## config.mk

```make
export PLATFORM = sky130hd
export DESIGN_NAME = sram_async_ctrl
export DESIGN_NICKNAME = d
export VERILOG_FILES = /design/src/rtl/sram_ctl_pkg.sv /design/src/rtl/sram_step_counter.sv /design/src/rtl/sram_seq_fsm.sv /design/src/rtl/sram_data_path.sv /design/src/rtl/sram_async_ctrl.sv
export SDC_FILE = /design/constraint.sdc
export NUM_CORES = 1
export LEC_CHECK = 0
export ABC_CLOCK_PERIOD_IN_PS = 1450
export BUFFER_PORTS_ARGS = -buffer_cell sky130_fd_sc_hd__buf_2
export CAP_MARGIN = 25
export CORE_MARGIN = 1
export CORE_UTILIZATION = 46
export CTS_CLUSTER_SIZE = 40
export DETAILED_ROUTE_END_ITERATION = 12
export HOLD_SLACK_MARGIN = 0.03
export PLACE_DENSITY = 0.76
export SETUP_SLACK_MARGIN = 0.5
export SLEW_MARGIN = 20
export SYNTH_ARGS = -nofsm -noshare
export SYNTH_HDL_FRONTEND = slang
export SYNTH_HIERARCHICAL = 1
export SYNTH_SLANG_ARGS = --single-unit
```

## constraint.sdc

```tcl
create_clock -name clk -period 1.45 [get_ports clk]
set_input_delay 0.145 -clock clk [delete_from_list [all_inputs] [get_ports clk]]
set_output_delay 0.145 -clock clk [all_outputs]
set_load 0.03 [all_outputs]
```

## src/rtl/sram_ctl_pkg.sv

```systemverilog
`timescale 1ns/1ps
// Shared types and compile-time helpers for the SRAM access sequencer.
package sram_ctl_pkg;

    // Sequencer states.
    typedef enum logic [1:0] {
        ST_IDLE  = 2'd0,
        ST_READ  = 2'd1,
        ST_WRITE = 2'd2,
        ST_GAP   = 2'd3
    } st_e;

    // Memory control pins as one registered bundle.
    typedef struct packed {
        logic sel;   // both chip selects active
        logic we_n;  // write enable, active low
        logic oe_n;  // output enable, active low
        logic drv;   // controller data drivers on
    } pin_s;

    localparam pin_s PINS_IDLE = '{sel: 1'b0, we_n: 1'b1, oe_n: 1'b1, drv: 1'b0};

    // Integer ceiling division used to turn nanoseconds into cycles.
    function automatic int cdiv(input int num, input int den);
        return (num + den - 1) / den;
    endfunction

    // Larger of two integers.
    function automatic int imax(input int a, input int b);
        return (a > b) ? a : b;
    endfunction

endpackage

```

## src/rtl/sram_step_counter.sv

```systemverilog
`timescale 1ns/1ps
// Cycle counter for the access phases.
// Restarts from zero in the cycle after restart_i and otherwise counts up.
// It may wrap while idle, because every access restarts it.
// Exposes both the current and the next value so that the pin decode can
// be registered without adding a cycle of delay.
module sram_step_counter #(
    parameter int CNT_W = 4
) (
    input  logic             clk,
    input  logic             rst_n,
    input  logic             restart_i,
    output logic [CNT_W-1:0] cnt_q_o,
    output logic [CNT_W-1:0] cnt_d_o
);

    // Next count value.
    always_comb begin
        cnt_d_o = restart_i ? '0 : cnt_q_o + CNT_W'(1);
    end

    // Count register.
    always_ff @(posedge clk) begin
        if (!rst_n) cnt_q_o <= '0;
        else        cnt_q_o <= cnt_d_o;
    end

endmodule

```

## src/rtl/sram_seq_fsm.sv

```systemverilog
`timescale 1ns/1ps
// Access sequencer: accepts one request at a time and walks a read or a
// write through its cycle-counted phases.
// The memory control pins are decoded from the next state and the next
// count, and then registered, so the pins never glitch.
// Assumes WEL_CYC >= REL_CYC + 1 and WR_CYC >= WEL_CYC + 1, which the
// parameter derivation in the top level guarantees.
module sram_seq_fsm
    import sram_ctl_pkg::*;
#(
    parameter int CNT_W   = 4,
    parameter int RD_CYC  = 7,
    parameter int WR_CYC  = 7,
    parameter int WEL_CYC = 6,
    parameter int REL_CYC = 3
) (
    input  logic             clk,
    input  logic             rst_n,
    input  logic             req_valid_i,
    input  logic             req_write_i,
    input  logic [CNT_W-1:0] cnt_q_i,
    input  logic [CNT_W-1:0] cnt_d_i,
    output logic             restart_o,
    output logic             accept_o,
    output logic             ready_o,
    output logic             rd_done_o,
    output pin_s             pins_o
);

    localparam logic [CNT_W-1:0] RD_LAST = CNT_W'(RD_CYC - 1);
    localparam logic [CNT_W-1:0] WR_LAST = CNT_W'(WR_CYC - 1);
    localparam logic [CNT_W-1:0] WEL_END = CNT_W'(WEL_CYC);
    localparam logic [CNT_W-1:0] REL_BEG = CNT_W'(REL_CYC);

    st_e  state_q, state_d;
    pin_s pins_q, pins_d;

    assign ready_o  = (state_q == ST_IDLE);
    assign accept_o = ready_o & req_valid_i;
    assign pins_o   = pins_q;

    // Next-state logic and phase-end strobes.
    always_comb begin
        state_d   = state_q;
        restart_o = 1'b0;
        rd_done_o = 1'b0;
        unique case (state_q)
            ST_IDLE: begin
                if (accept_o) begin
                    state_d   = req_write_i ? ST_WRITE : ST_READ;
                    restart_o = 1'b1;
                end
            end
            ST_READ: begin
                if (cnt_q_i == RD_LAST) begin
                    state_d   = ST_GAP;
                    rd_done_o = 1'b1;
                end
            end
            ST_WRITE: begin
                if (cnt_q_i == WR_LAST) state_d = ST_IDLE;
            end
            default: state_d = ST_IDLE;
        endcase
    end

    // Pin values for the coming cycle.
    always_comb begin
        pins_d = PINS_IDLE;
        unique case (state_d)
            ST_READ: begin
                pins_d.sel  = 1'b1;
                pins_d.oe_n = 1'b0;
            end
            ST_WRITE: begin
                pins_d.sel  = 1'b1;
                pins_d.we_n = !(cnt_d_i < WEL_END);
                pins_d.drv  = (cnt_d_i >= REL_BEG) && (cnt_d_i <= WEL_END);
            end
            default: pins_d = PINS_IDLE;
        endcase
    end

    // State and pin registers.
    always_ff @(posedge clk) begin
        if (!rst_n) begin
            state_q <= ST_IDLE;
            pins_q  <= PINS_IDLE;
        end else begin
            state_q <= state_d;
            pins_q  <= pins_d;
        end
    end

    // idle and gap cycles keep the memory deselected.
    p_idle_deselect_r1: assert property (@(posedge clk) disable iff (!rst_n)
        (state_q == ST_IDLE || state_q == ST_GAP) |-> (!pins_q.sel && pins_q.we_n && pins_q.oe_n && !pins_q.drv));

    // output enable is only ever low during a selected read.
    p_oe_read_only_r2: assert property (@(posedge clk) disable iff (!rst_n)
        !pins_q.oe_n |-> (pins_q.sel && pins_q.we_n && !pins_q.drv));

    // the write enable pulse happens selected and with outputs disabled.
    p_we_no_oe_r4: assert property (@(posedge clk) disable iff (!rst_n)
        !pins_q.we_n |-> (pins_q.sel && pins_q.oe_n));

    // drivers turn on only after the write enable has been low.
    p_drive_after_we_r5: assert property (@(posedge clk) disable iff (!rst_n)
        pins_q.drv |-> (pins_q.oe_n && $past(!pins_q.we_n)));

    // the cycle after read capture is deselected and not ready.
    p_gap_after_read_r7: assert property (@(posedge clk) disable iff (!rst_n)
        rd_done_o |=> (!ready_o && !pins_q.sel && !pins_q.drv));

    // the handshake never offers ready while the memory is selected.
    p_busy_not_ready_r9: assert property (@(posedge clk) disable iff (!rst_n)
        pins_q.sel |-> !ready_o);

endmodule

```

## src/rtl/sram_data_path.sv

```systemverilog
`timescale 1ns/1ps
// Request and response registers.
// Holds address and write data from acceptance until the next acceptance,
// and captures the memory byte on the final read cycle with a one-cycle
// valid strobe. Assumes accept_i is only high while ready_i is high.
module sram_data_path #(
    parameter int ADDR_W = 18,
    parameter int DATA_W = 8
) (
    input  logic              clk,
    input  logic              rst_n,
    input  logic              accept_i,
    input  logic              ready_i,
    input  logic              rd_done_i,
    input  logic [ADDR_W-1:0] req_addr_i,
    input  logic [DATA_W-1:0] req_wdata_i,
    input  logic [DATA_W-1:0] mem_dq_in_i,
    output logic [ADDR_W-1:0] addr_o,
    output logic [DATA_W-1:0] wdata_o,
    output logic [DATA_W-1:0] rdata_o,
    output logic              rvalid_o
);

    // Request capture on acceptance.
    always_ff @(posedge clk) begin
        if (!rst_n) begin
            addr_o  <= '0;
            wdata_o <= '0;
        end else if (accept_i) begin
            addr_o  <= req_addr_i;
            wdata_o <= req_wdata_i;
        end
    end

    // Read data capture and response strobe.
    always_ff @(posedge clk) begin
        if (!rst_n) begin
            rdata_o  <= '0;
            rvalid_o <= 1'b0;
        end else begin
            rvalid_o <= rd_done_i;
            if (rd_done_i) rdata_o <= mem_dq_in_i;
        end
    end

    // the response strobe lasts a single cycle.
    p_rvalid_single_r3: assert property (@(posedge clk) disable iff (!rst_n)
        rvalid_o |=> !rvalid_o);

    // address and data stay put while an access runs.
    p_hold_during_access_r8: assert property (@(posedge clk) disable iff (!rst_n)
        !ready_i |=> ($stable(addr_o) && $stable(wdata_o)));

endmodule

```

## src/rtl/sram_async_ctrl.sv

```systemverilog
`timescale 1ns/1ps
// Synchronous controller for an external asynchronous 256K x 8 SRAM.
// Converts the memory's nanosecond minimums into cycle counts at elaboration
// time (clock period CLK_NS) and sequences one access per request.
// Assumes the pad logic turns mem_dq_drive into a tristate enable and
// feeds the pad's input back on mem_dq_in.
module sram_async_ctrl
    import sram_ctl_pkg::*;
#(
    parameter int CLK_NS          = 10,
    parameter int ADDR_W          = 18,
    parameter int DATA_W          = 8,
    parameter int T_CYCLE_NS      = 70,
    parameter int T_OE_ACCESS_NS  = 35,
    parameter int T_WE_PULSE_NS   = 50,
    parameter int T_DATA_SETUP_NS = 30,
    parameter int T_RELEASE_NS    = 25
) (
    input  logic              clk,
    input  logic              rst_n,
    input  logic              req_valid,
    output logic              req_ready,
    input  logic              req_write,
    input  logic [ADDR_W-1:0] req_addr,
    input  logic [DATA_W-1:0] req_wdata,
    output logic              rsp_valid,
    output logic [DATA_W-1:0] rsp_rdata,
    output logic              mem_cs_n,
    output logic              mem_cs,
    output logic              mem_we_n,
    output logic              mem_oe_n,
    output logic [ADDR_W-1:0] mem_addr,
    output logic [DATA_W-1:0] mem_dq_out,
    input  logic [DATA_W-1:0] mem_dq_in,
    output logic              mem_dq_drive
);

    localparam int RD_CYC  = imax(cdiv(T_CYCLE_NS, CLK_NS), cdiv(T_OE_ACCESS_NS, CLK_NS));
    localparam int REL_CYC = imax(1, cdiv(T_RELEASE_NS, CLK_NS));
    localparam int SD_CYC  = imax(1, cdiv(T_DATA_SETUP_NS, CLK_NS));
    localparam int WEL_CYC = imax(cdiv(T_WE_PULSE_NS, CLK_NS), REL_CYC + SD_CYC);
    localparam int WR_CYC  = imax(cdiv(T_CYCLE_NS, CLK_NS), WEL_CYC + 1);
    localparam int CNT_W   = $clog2(imax(RD_CYC, WR_CYC) + 1);

    logic             restart, accept, rd_done;
    logic [CNT_W-1:0] cnt_q, cnt_d;
    pin_s             pins;

    sram_step_counter #(
        .CNT_W (CNT_W)
    ) u_cnt (
        .clk       (clk),
        .rst_n     (rst_n),
        .restart_i (restart),
        .cnt_q_o   (cnt_q),
        .cnt_d_o   (cnt_d)
    );

    sram_seq_fsm #(
        .CNT_W   (CNT_W),
        .RD_CYC  (RD_CYC),
        .WR_CYC  (WR_CYC),
        .WEL_CYC (WEL_CYC),
        .REL_CYC (REL_CYC)
    ) u_fsm (
        .clk         (clk),
        .rst_n       (rst_n),
        .req_valid_i (req_valid),
        .req_write_i (req_write),
        .cnt_q_i     (cnt_q),
        .cnt_d_i     (cnt_d),
        .restart_o   (restart),
        .accept_o    (accept),
        .ready_o     (req_ready),
        .rd_done_o   (rd_done),
        .pins_o      (pins)
    );

    sram_data_path #(
        .ADDR_W (ADDR_W),
        .DATA_W (DATA_W)
    ) u_dp (
        .clk         (clk),
        .rst_n       (rst_n),
        .accept_i    (accept),
        .ready_i     (req_ready),
        .rd_done_i   (rd_done),
        .req_addr_i  (req_addr),
        .req_wdata_i (req_wdata),
        .mem_dq_in_i (mem_dq_in),
        .addr_o      (mem_addr),
        .wdata_o     (mem_dq_out),
        .rdata_o     (rsp_rdata),
        .rvalid_o    (rsp_valid)
    );

    assign mem_cs_n     = ~pins.sel;
    assign mem_cs       = pins.sel;
    assign mem_we_n     = pins.we_n;
    assign mem_oe_n     = pins.oe_n;
    assign mem_dq_drive = pins.drv;

    // the controller never drives while the memory output is enabled.
    p_no_contention_r6: assert property (@(posedge clk) disable iff (!rst_n)
        mem_dq_drive |-> (mem_oe_n || mem_cs_n || !mem_cs));

endmodule

```

==> results of run 1 <==
through the flow:
| step | utilization (%) | instance area [um2] | hold WS (ns) |
|---|---|---|---|
| after floorplan | - | 1802 | 0.2139 |
| after global placement | 61.77 | 2278 | 0.3983 |
| after detailed placement | 61.77 | 2278 | 0.4106 |
| after CTS | 69.13 | 2550 | 0.1084 |
| after global routing | 74.36 | 2743 | 0.1091 |
| final | 74.36 | 2743 | 0.1120 |
cell usage after synthesis:
cell type   n  area share (%)
nor3_1      1            0.28
a211oi_1    2            0.84
nor2b_2     1            0.49
nor2_2      1            0.35
inv_1       3            0.63
a211o_1     1            0.49
ha_1        3             2.1
and2_1      5             1.8
a21o_1      1            0.42
nor3b_2     1            0.70
clkbuf_1    3            0.63
a21o_2      1            0.49
mux2i_1    34              19
buf_4       1            0.42
a21oi_1     2            0.56
nand3b_1    2            0.84
nor2b_1    34              12
nand2_1     2            0.42
and4b_4     1            0.77
a21bo_2     1            0.56
xnor2_1     1            0.49
a2111oi_4   1             1.5
dfxtp_1    44              50
nand2b_1    1            0.35
buf_6       1            0.63
nor2_1      3            0.63
buf_12      2             2.3
a211oi_2    1            0.70
final cells by class:
cell class              count  area share, %
flip-flops and latches     44          34.03
multi-input cells         100          31.48
repair buffers             94          28.47
clock buffers               7          3.148
well taps                  48          2.190
inverters                   3         0.4106
clock inverters             1         0.2737
logic make-up after synthesis:
kind of cell,Yosys count,share of synthesized area (%)
xor+xnor,1,0.4924
flops,44,49.51
fa+ha+maj,3,2.110
buf+inv,10,4.571
compound gates,10,5.626
simple gates,52,18.57
mux,34,19.13
layer usage:
| metal | part of all wire [%] | GRT usage, % |
|---|---|---|
| met2 | 49 | 32.71 |
| met4 | 1.1 | 6.667 |
| met5 | 0 | 0 |
| met1 | 43 | 23.20 |
| met3 | 6.7 | 6.250 |
power by group through the flow:
| stage | clock network [mW] | logic, mW | registers [mW] |
|---|---|---|---|
| final | 0.785 | 0.695 | 1.35 |
| after detailed placement | 0 | 0.568 | 1.36 |
| after CTS | 0.800 | 0.639 | 1.33 |
| after global placement | 0 | 0.563 | 1.35 |
| after floorplan | 0 | 0.272 | 1.48 |
| after global routing | 0.866 | 0.744 | 1.37 |
final timing paths:
path                     endpoint  cells past startpoint
setup / recovery  u_fsm/pins_o[2]                      5
hold / removal     u_dp/addr_o[1]                      3
setup reg to reg  u_fsm/pins_o[2]                      5
hold reg to reg    u_dp/addr_o[1]                      2
registers in the layout, indices dropped and copies added (netlist names):
signal,cells
u_fsm/state_q,2
u_dp/wdata_o,8
u_dp/addr_o,18
u_dp/rdata_o,8
u_cnt/cnt_q_o,3
u_dp/rvalid_o,1
u_fsm/pins_o,4
worst min-delay path, delay by kind of cell:
kind	cells	cell delay, ns
simple gates	1	0.09
mux	1	0.05
buf+inv	1	0.07
repair_timing:
item	in CTS	in global routing
pin swaps	4	2
resized for setup	53	73
hold buffers	0	0
setup endpoints to repair	81	82
setup buffers	5	1
==> flow_summary.yaml, run 1 <==
status:
  status: "finished, final reports clean"
detailed_routing:
  drtAntennaViolNets: 0
  num_vias: 1402
  detail_route.wl_per_cell_um: 13.37
  drc: 0
  drt-total-wl_um: 3972
  drtIter0Drc: 37
  drt_pass1_iterations: 4
  vias_per_cell: 4.721
synth:
  synth_fp_nets: 195
  syn_inst: 154
  yosysSeqAreaShare_pct: 49.51
  yosysUniqueCellTypes: 28
  synth_seq_cells: 44
  synth_area_per_cell_um2: 11.55
  syn_area_um2: 1779
  ys_warn_count: 6
placed_design:
  place.port_buffers: 78
  placed_cells_incl_taps: 283
  dp_hpwl_um: 2546
  dp_slack_ns: 0.08807
  place.gp.congestion: 0.7253
cells_and_area:
  drive_above_1_share_pct: 63.05
  nets: 289
  multi_input_area_um2: 863.3
  final-seq-area_um2: 933.4
  fill_cells: 251
  flow.area_growth_from_synthesis_pct: 54.15
  most-common-layout-cells: "buf_6 (38), buf_2 (37), dfxtp_2 (36), nor2b_1 (34), mux2i_1 (32)"
  final_common_cell: "buf_6"
  antenna_cells: 0
  fin_cells: 297
global_routing:
  grt_max_degree: 28
  antenna_found_initial: 0
  grt_pass1_vias: 1334
  grt_pass1_wl_um: 6023
  grt.overflow.total: 0
  track_usage_pct: 19.44
die:
  start_util_pct: 48.24
  die_w_um: 64.19
  rows: 22
  fp.dieH_um: 64.19
  ios: 79
  core_um2: 3689
  dieArea_um2: 4120
cts:
  clock_sinks: 44
  clock_latency_ns: 0.29
  clk_path_buf_depth: 2
  h-tree-depth: 2
  cts-root-buf: "clkbuf_8"
  numCtsBuffers: 5
  cts_tree: "done"
  clk_pin_slew_worst_paths_ns: 0.08
pwr:
  comb_power_share_pct: 24.5
  p_int_mw: 2.038
  seq_power_share_pct: 47.8
  ir_drop_mv: 0.6755
  finalPower_mw: 2.834
  p_sw_mw: 0.7966
  p_leak_nw: 1.186
  p_per_area_nw_per_um2: 1033
  clockPowerShare_pct: 27.7
  switching_share_pct: 28.11
worst_hold_path:
  hp-class: "in2reg"
  worstHoldStart: "req_addr[1]"
sta:
  fin_ws_ns: 0.1044
  period_needed_ns: 1.346
  slew_violations: 0
  hold_viol_final: 0
  grt_setup_unrepaired: "yes"
  finalSetupViolations: 0
  final.setup.tns_ns: 0
  fin_crit_sh_pct: 92.80
  skew_ns: 0.002141
  worst_slew_pin_slew_ns: 0.3905
  fmax_mhz: 743.2
  slew_headroom_pct: 73.97
setup_path:
  critPathLaunchType: "flop"
  cp_slowest_stage_delay_ns: 0.34
  arrival_ns: 1.53
  r2r_slack_ns: 0.10
  cp_top_family: "compound AO/OA/AOI/OAI gates"
  path_max_fanout: 4
  r2r-start: "u_cnt/cnt_q_o[0]"
  critPathSlowestCell: "dfxtp_2"
  cp_num_buf_inv: 0
  critPathRequiredTime_ns: 1.63
  critPathCaptureType: "flop"
  crit_type: "reg2reg"
  worstPathCellList: "nand3b_1, a211oi_2, ha_2, nand2_2, a21o_1"
  startpoint: "u_cnt/cnt_q_o[0]"
job:
  maxCapViolCount: 0
No activity file was read; power rests on OpenSTA's default activity.
==> run 2: changes to the inputs <==
- ABC_AREA: unset -> 1
- CORE_UTILIZATION: 46 -> 47
- PLACE_DENSITY: 0.76 -> 0.84
==> run 2 against run 1 <==
Compared with the run above:
- sequential power rose by 3%
- register-to-register slack better by 0.06 ns
- final area increased by 7.1%
- cell count is 38% higher
- clock skew increased by 0.00082 ns
- sequential share of layout area decreased by 2.3 points
- non-clock buffer count down 1
- first-iteration DRC count grew to 2.7 times the previous value
- critical path type unchanged
- largest cell class unchanged
==> flow_summary.yaml, run 2 <==
setup_path:
  cp_slowest_stage_delay_ns: 0.39
  critPathSlowestCell: "dfxtp_4"
  cpMostUsedCell: "nand2_1"
  path_max_fanout: 13
  crit_type: "reg2reg"
  critPathLaunchType: "flop"
  critPathRequiredTime_ns: 1.64
  arrival_ns: 1.47
  worstPathCellList: "nor3b_4, buf_6, buf_12, nand2_1, nand2_1, nor2_1"
  critPathCaptureType: "flop"
global_routing:
  globalRouteMet2Util_pct: 39.43
  grt_max_degree: 27
  grt_use_met3_pct: 5.556
  grt_pass1_vias: 1724
  track_usage_pct: 21.72
  use_met1_pct: 24.35
  grt_pass1_wl_um: 7134
  grt.overflow.total: 0
  global_route.peak_usage_layer: "met2"
  antenna_found_initial: 0
cts:
  cts_hold_buf: 0
  cts_tree: "done"
  h-tree-depth: 2
  clk_pin_slew_worst_paths_ns: 0.08
  numCtsBuffers: 5
  clock_sinks: 44
  clk_path_buf_depth: 2
  cts-root-buf: "clkbuf_8"
  clock_latency_ns: 0.29
synth:
  synthTopCellsByCount: "nand2_1 (76), nor2_1 (76), inv_1 (46)"
  synth_top_cell_by_area: "dfxtp_1"
  yosysSeqAreaShare_pct: 46.68
  ys.flop_type: "dfxtp_1"
  synth_top_area_share_pct: 46.68
  syn_area_um2: 1887
  synth_area_per_cell_um2: 6.886
  syn_inst: 274
  synth_seq_cells: 44
  yosysUniqueCellTypes: 17
  ys_top_cells_by_area: "dfxtp_1 (47%), nand2_1 (15%), nor2_1 (15%), inv_1 (9.2%), buf_6 (4.2%)"
  ys_warn_count: 6
  synth_fp_nets: 315
  async_flop_share_pct: 0
  synth_edf_count: 0
worst_hold_path:
  hp-class: "in2reg"
die:
  ios: 79
  core_um2: 3744
  start_util_pct: 50.40
  rows: 22
  die_w_um: 65.36
  fp.dieH_um: 65.36
  dieArea_um2: 4272
pwr:
  ir_drop_mv: 0.5931
  p_per_area_nw_per_um2: 1040
  p_leak_nw: 1.556
cells_and_area:
  largest_reg_flops: 18
  nets: 403
  fin_util_pct: 78.48
  flow.area_growth_from_synthesis_pct: 55.70
  drive_above_1_share_pct: 44.35
  antenna_cells: 0
  regMostFlops: "u_dp/addr_o"
  most-common-layout-cells: "nand2_1 (72), nor2_1 (72), inv_1 (43), buf_6 (42), buf_2 (37)"
  largest_registers: "u_dp/addr_o: 18 flops, u_dp/rdata_o: 8 flops, u_dp/wdata_o: 8 flops"
  fin_cells: 411
placed_design:
  place.gp.congestion: 0.7628
  dp_slack_ns: 0.1807
  placed_cells_incl_taps: 392
  dp_hpwl_um: 2635
  place.port_buffers: 78
detailed_routing:
  drtAntennaViolNets: 0
  drtIter0Drc: 99
  drc: 0
  vias_per_cell: 4.596
  drt-total-wl_um: 5428
  drt_pass1_iterations: 4
  detail_route.wl_per_cell_um: 13.21
  num_vias: 1889
status:
  status: "finished, final reports clean"
sta:
  skew_ns: 0.002963
  worst_slew_pin_slew_ns: 0.4966
  fmax_mhz: 778.9
  slew_violations: 0
  final.setup.tns_ns: 0
  finalSetupViolations: 0
  slew_headroom_pct: 66.89
  period_needed_ns: 1.284
  fin_ws_ns: 0.1661
  fin_crit_sh_pct: 88.55
  hold_viol_final: 0
  grt_setup_unrepaired: "yes"
job:
  maxCapViolCount: 0
[run 2: cell type report]
class	instances	area (um2)
multi-input combinational	171	827.0
fill	248	805.8
timing repair buffer	93	848.3
inverter	47	178.9
sequential	44	933.4
tap	48	60.06
clock buffer	8	90.09
[run 2: per-layer routing]
metal | up-vias | wire length, um | share of wire [%]
li1 | 960 | - | -
met1 | 850 | 2091 | 39
met2 | 71 | 2988 | 55
met3 | 8 | 281 | 5.2
met4 | 0 | 67 | 1.2
met5 | - | 0 | 0
[run 2: path summary, 6_finish.rpt]
kind	slack (ns)	startpoint	end	depth (start not counted)
min reg2reg	0.45	u_cnt/cnt_q_o[0]	u_cnt/cnt_q_o[0]	1
max reg2reg	0.17	u_fsm/state_q[1]	u_dp/addr_o[8]	6
max	0.17	u_fsm/state_q[1]	u_dp/addr_o[8]	6
min	0.13	req_addr[0]	u_dp/addr_o[0]	5
[run 2: timing repair]
| item | 4_1_cts | 5_1_grt |
|---|---|---|
| gates cloned | 2 | 4 |
| gates resized for setup | 63 | 82 |
| buffers inserted | 3 | 2 |
| endpoints found under the setup margin | 81 | 82 |
| pin swaps | 4 | 7 |
[run 2: stage by stage]
step / total power, mW / instance area, um2 / hold slack [ns]
after CTS: 2.898 / 2635 / 0.1294
after global routing: 3.197 / 2938 / 0.1388
after detailed placement: 2.007 / 2313 / 0.4370
final: 3.057 / 2938 / 0.1313
after floorplan: 1.841 / 1934 / 0.2138
after global placement: 1.987 / 2313 / 0.4304
[run 2: critical path: cells and delay by family (launching register included)]
kind	cells	cell delay, ns
and+or+nand+nor	4	0.48
DFF	1	0.39
buffers and inverters	2	0.29
[run 2: kinds of logic after synthesis]
| group | count (synthesis) | share of synthesized area [%] |
|---|---|---|
| adders and majority gates | 3 | 1.990 |
| and+or+nand+nor | 166 | 35.28 |
| AOI/OAI and AO/OA | 2 | 0.5305 |
| DFF | 44 | 46.68 |
| buffers and inverters | 59 | 15.52 |
[run 2: power by group]
part / internal [mW] / switching [mW]
logic: 0.399 / 0.478
clock network: 0.389 / 0.399
registers: 1.31 / 0.0791
==> run 3: changes to the inputs <==
- CORE_UTILIZATION: 47 -> 35
- PLACE_DENSITY: 0.84 -> 0.66
==> run 3 against run 2 <==
Compared with the run above:
- utilization fell by 21 points
- critical path depth fell by 1
- sequential share of layout area fell by 0.052 points
- final area rose by 0.30%
- first-iteration DRC count fell by 53%
- maximum frequency fell by 1.3%
- critical endpoint is now u_fsm/pins_o[3]
- register-to-register slack got worse by 0.02 ns
- largest cell class unchanged
==> flow_summary.yaml, run 3 (synthesized netlist as in run 2, its figures left out) <==
detailed_routing:
  drt_pass1_iterations: 4
  drtAntennaViolNets: 0
  vias_per_cell: 4.200
  drtIter0Drc: 47
  drt-total-wl_um: 4809
  num_vias: 1823
  detail_route.wl_per_cell_um: 11.08
  drc: 0
cells_and_area:
  regMostFlops: "u_dp/addr_o"
  fin_area_um2: 2947
  most-common-layout-cells: "nor2_1 (70), nand2_1 (67), buf_6 (44), inv_1 (42), buf_2 (37)"
  fin_util_pct: 57.33
  flow.area_growth_from_synthesis_pct: 56.17
  drive_above_1_share_pct: 47.25
  final_common_cell: "nor2_1"
  nets: 404
  largest_registers: "u_dp/addr_o: 18 flops, u_dp/rdata_o: 8 flops, u_dp/wdata_o: 8 flops"
  fill_cells: 479
  largest_reg_flops: 18
  fin_cells: 434
  antenna_cells: 0
sta:
  slew_headroom_pct: 81.99
  hold_slack_ns: 0.1266
  worst_slew_pin_slew_ns: 0.2699
  period_needed_ns: 1.301
  finalSetupViolations: 0
  fmax_mhz: 768.7
  slew_violations: 0
  skew_ns: 0.008926
  grt_setup_unrepaired: "yes"
  fin_ws_ns: 0.1491
  hold_viol_final: 0
  fin_crit_sh_pct: 89.72
  final.setup.tns_ns: 0
setup_path:
  critPathRequiredTime_ns: 1.64
  critPathSlowestCell: "dfxtp_4"
  cp_num_buf_inv: 1
  worstRegToRegCells: 5
  arrival_ns: 1.50
  cp_slowest_stage_delay_ns: 0.39
  cp.depth: 5
  critPathCaptureType: "flop"
  r2r-start: "u_fsm/state_q[1]"
  critPathLaunchType: "flop"
  cp_top_family: "flip-flops"
  worstPathCellList: "nor3b_4, buf_6, a21oi_4, ha_4, nor2_2"
  startpoint: "u_fsm/state_q[1]"
  path_max_fanout: 5
  crit_type: "reg2reg"
cts:
  cts-root-buf: "clkbuf_8"
  h-tree-depth: 2
  clk_path_buf_depth: 2
  numCtsBuffers: 5
  clock_latency_ns: 0.29
  clock_sinks: 44
  cts_hold_buf: 0
  cts_tree: "done"
  clk_pin_slew_worst_paths_ns: 0.08
status:
  status: "finished, final reports clean"
pwr:
  finalPower_mw: 3.020
  p_per_area_nw_per_um2: 1025
  ir_drop_mv: 0.4579
  p_leak_nw: 1.554
global_routing:
  track_usage_pct: 15.23
  antenna_found_initial: 0
  grt_max_degree: 53
  grt_pass1_wl_um: 6479
  grt.overflow.total: 0
  grt_pass1_vias: 1490
die:
  start_util_pct: 36.71
  core_um2: 5140
  dieArea_um2: 5688
  die_w_um: 75.42
  ios: 79
  fp.dieH_um: 75.42
  rows: 26
placed_design:
  dp_hpwl_um: 2630
  placed_cells_incl_taps: 414
  place.port_buffers: 78
  dpl_cell_area_um2: 2341
  dp_slack_ns: 0.2415
  place.gp.congestion: 0.7743
worst_hold_path:
  holdPathStages: 5
  worstHoldStart: "req_addr[9]"
  hp-class: "in2reg"
job:
  maxCapViolCount: 0
-- run 3: worst paths after layout --
check,to,slack [ns]
min,u_dp/addr_o[9],0.13
min reg2reg,u_dp/addr_o[5],0.48
max reg2reg,u_fsm/pins_o[3],0.15
max,u_fsm/pins_o[3],0.15
-- run 3: power by group --
part	internal, mW	switching, mW	total (mW)
Combinational	0.376	0.456	0.832
Clock	0.381	0.416	0.797
Sequential	1.31	0.0770	1.39
Total	2.07	0.949	3.02
-- run 3: area by class of cell --
class,instances,area [um2],share of cell area [%]
clock buffers,6,82.58,2.803
clock inverters,2,10.01,0.3397
inverters,47,181.4,6.157
multi-input cells,171,834.6,28.32
flip-flops and latches,44,934.6,31.72
well taps,70,87.58,2.972
repair buffers,94,815.8,27.69
-- run 3: per-layer routing --
layer | global-route usage, % | vias to the layer above | share of wire, %
li1 | - | 960 | -
met1 | 17.35 | 806 | 41
met2 | 26.59 | 51 | 53
met3 | 4.630 | 6 | 4.8
met4 | 6.173 | 0 | 0.71
met5 | 0 | - | 0
-- run 3: what timing repair did --
item | CTS | global route
gates resized for setup | 88 | 63
buffers inserted | 4 | 4
setup endpoints to repair | 82 | 76
pin swaps | 4 | 20
gates cloned | 2 | 2
-- run 3: tightest hold or removal path: stages --
cell     delay (ns)
buf_2          0.09
inv_1          0.04
nand2_1        0.04
nand2_1        0.05
nor2_1         0.03
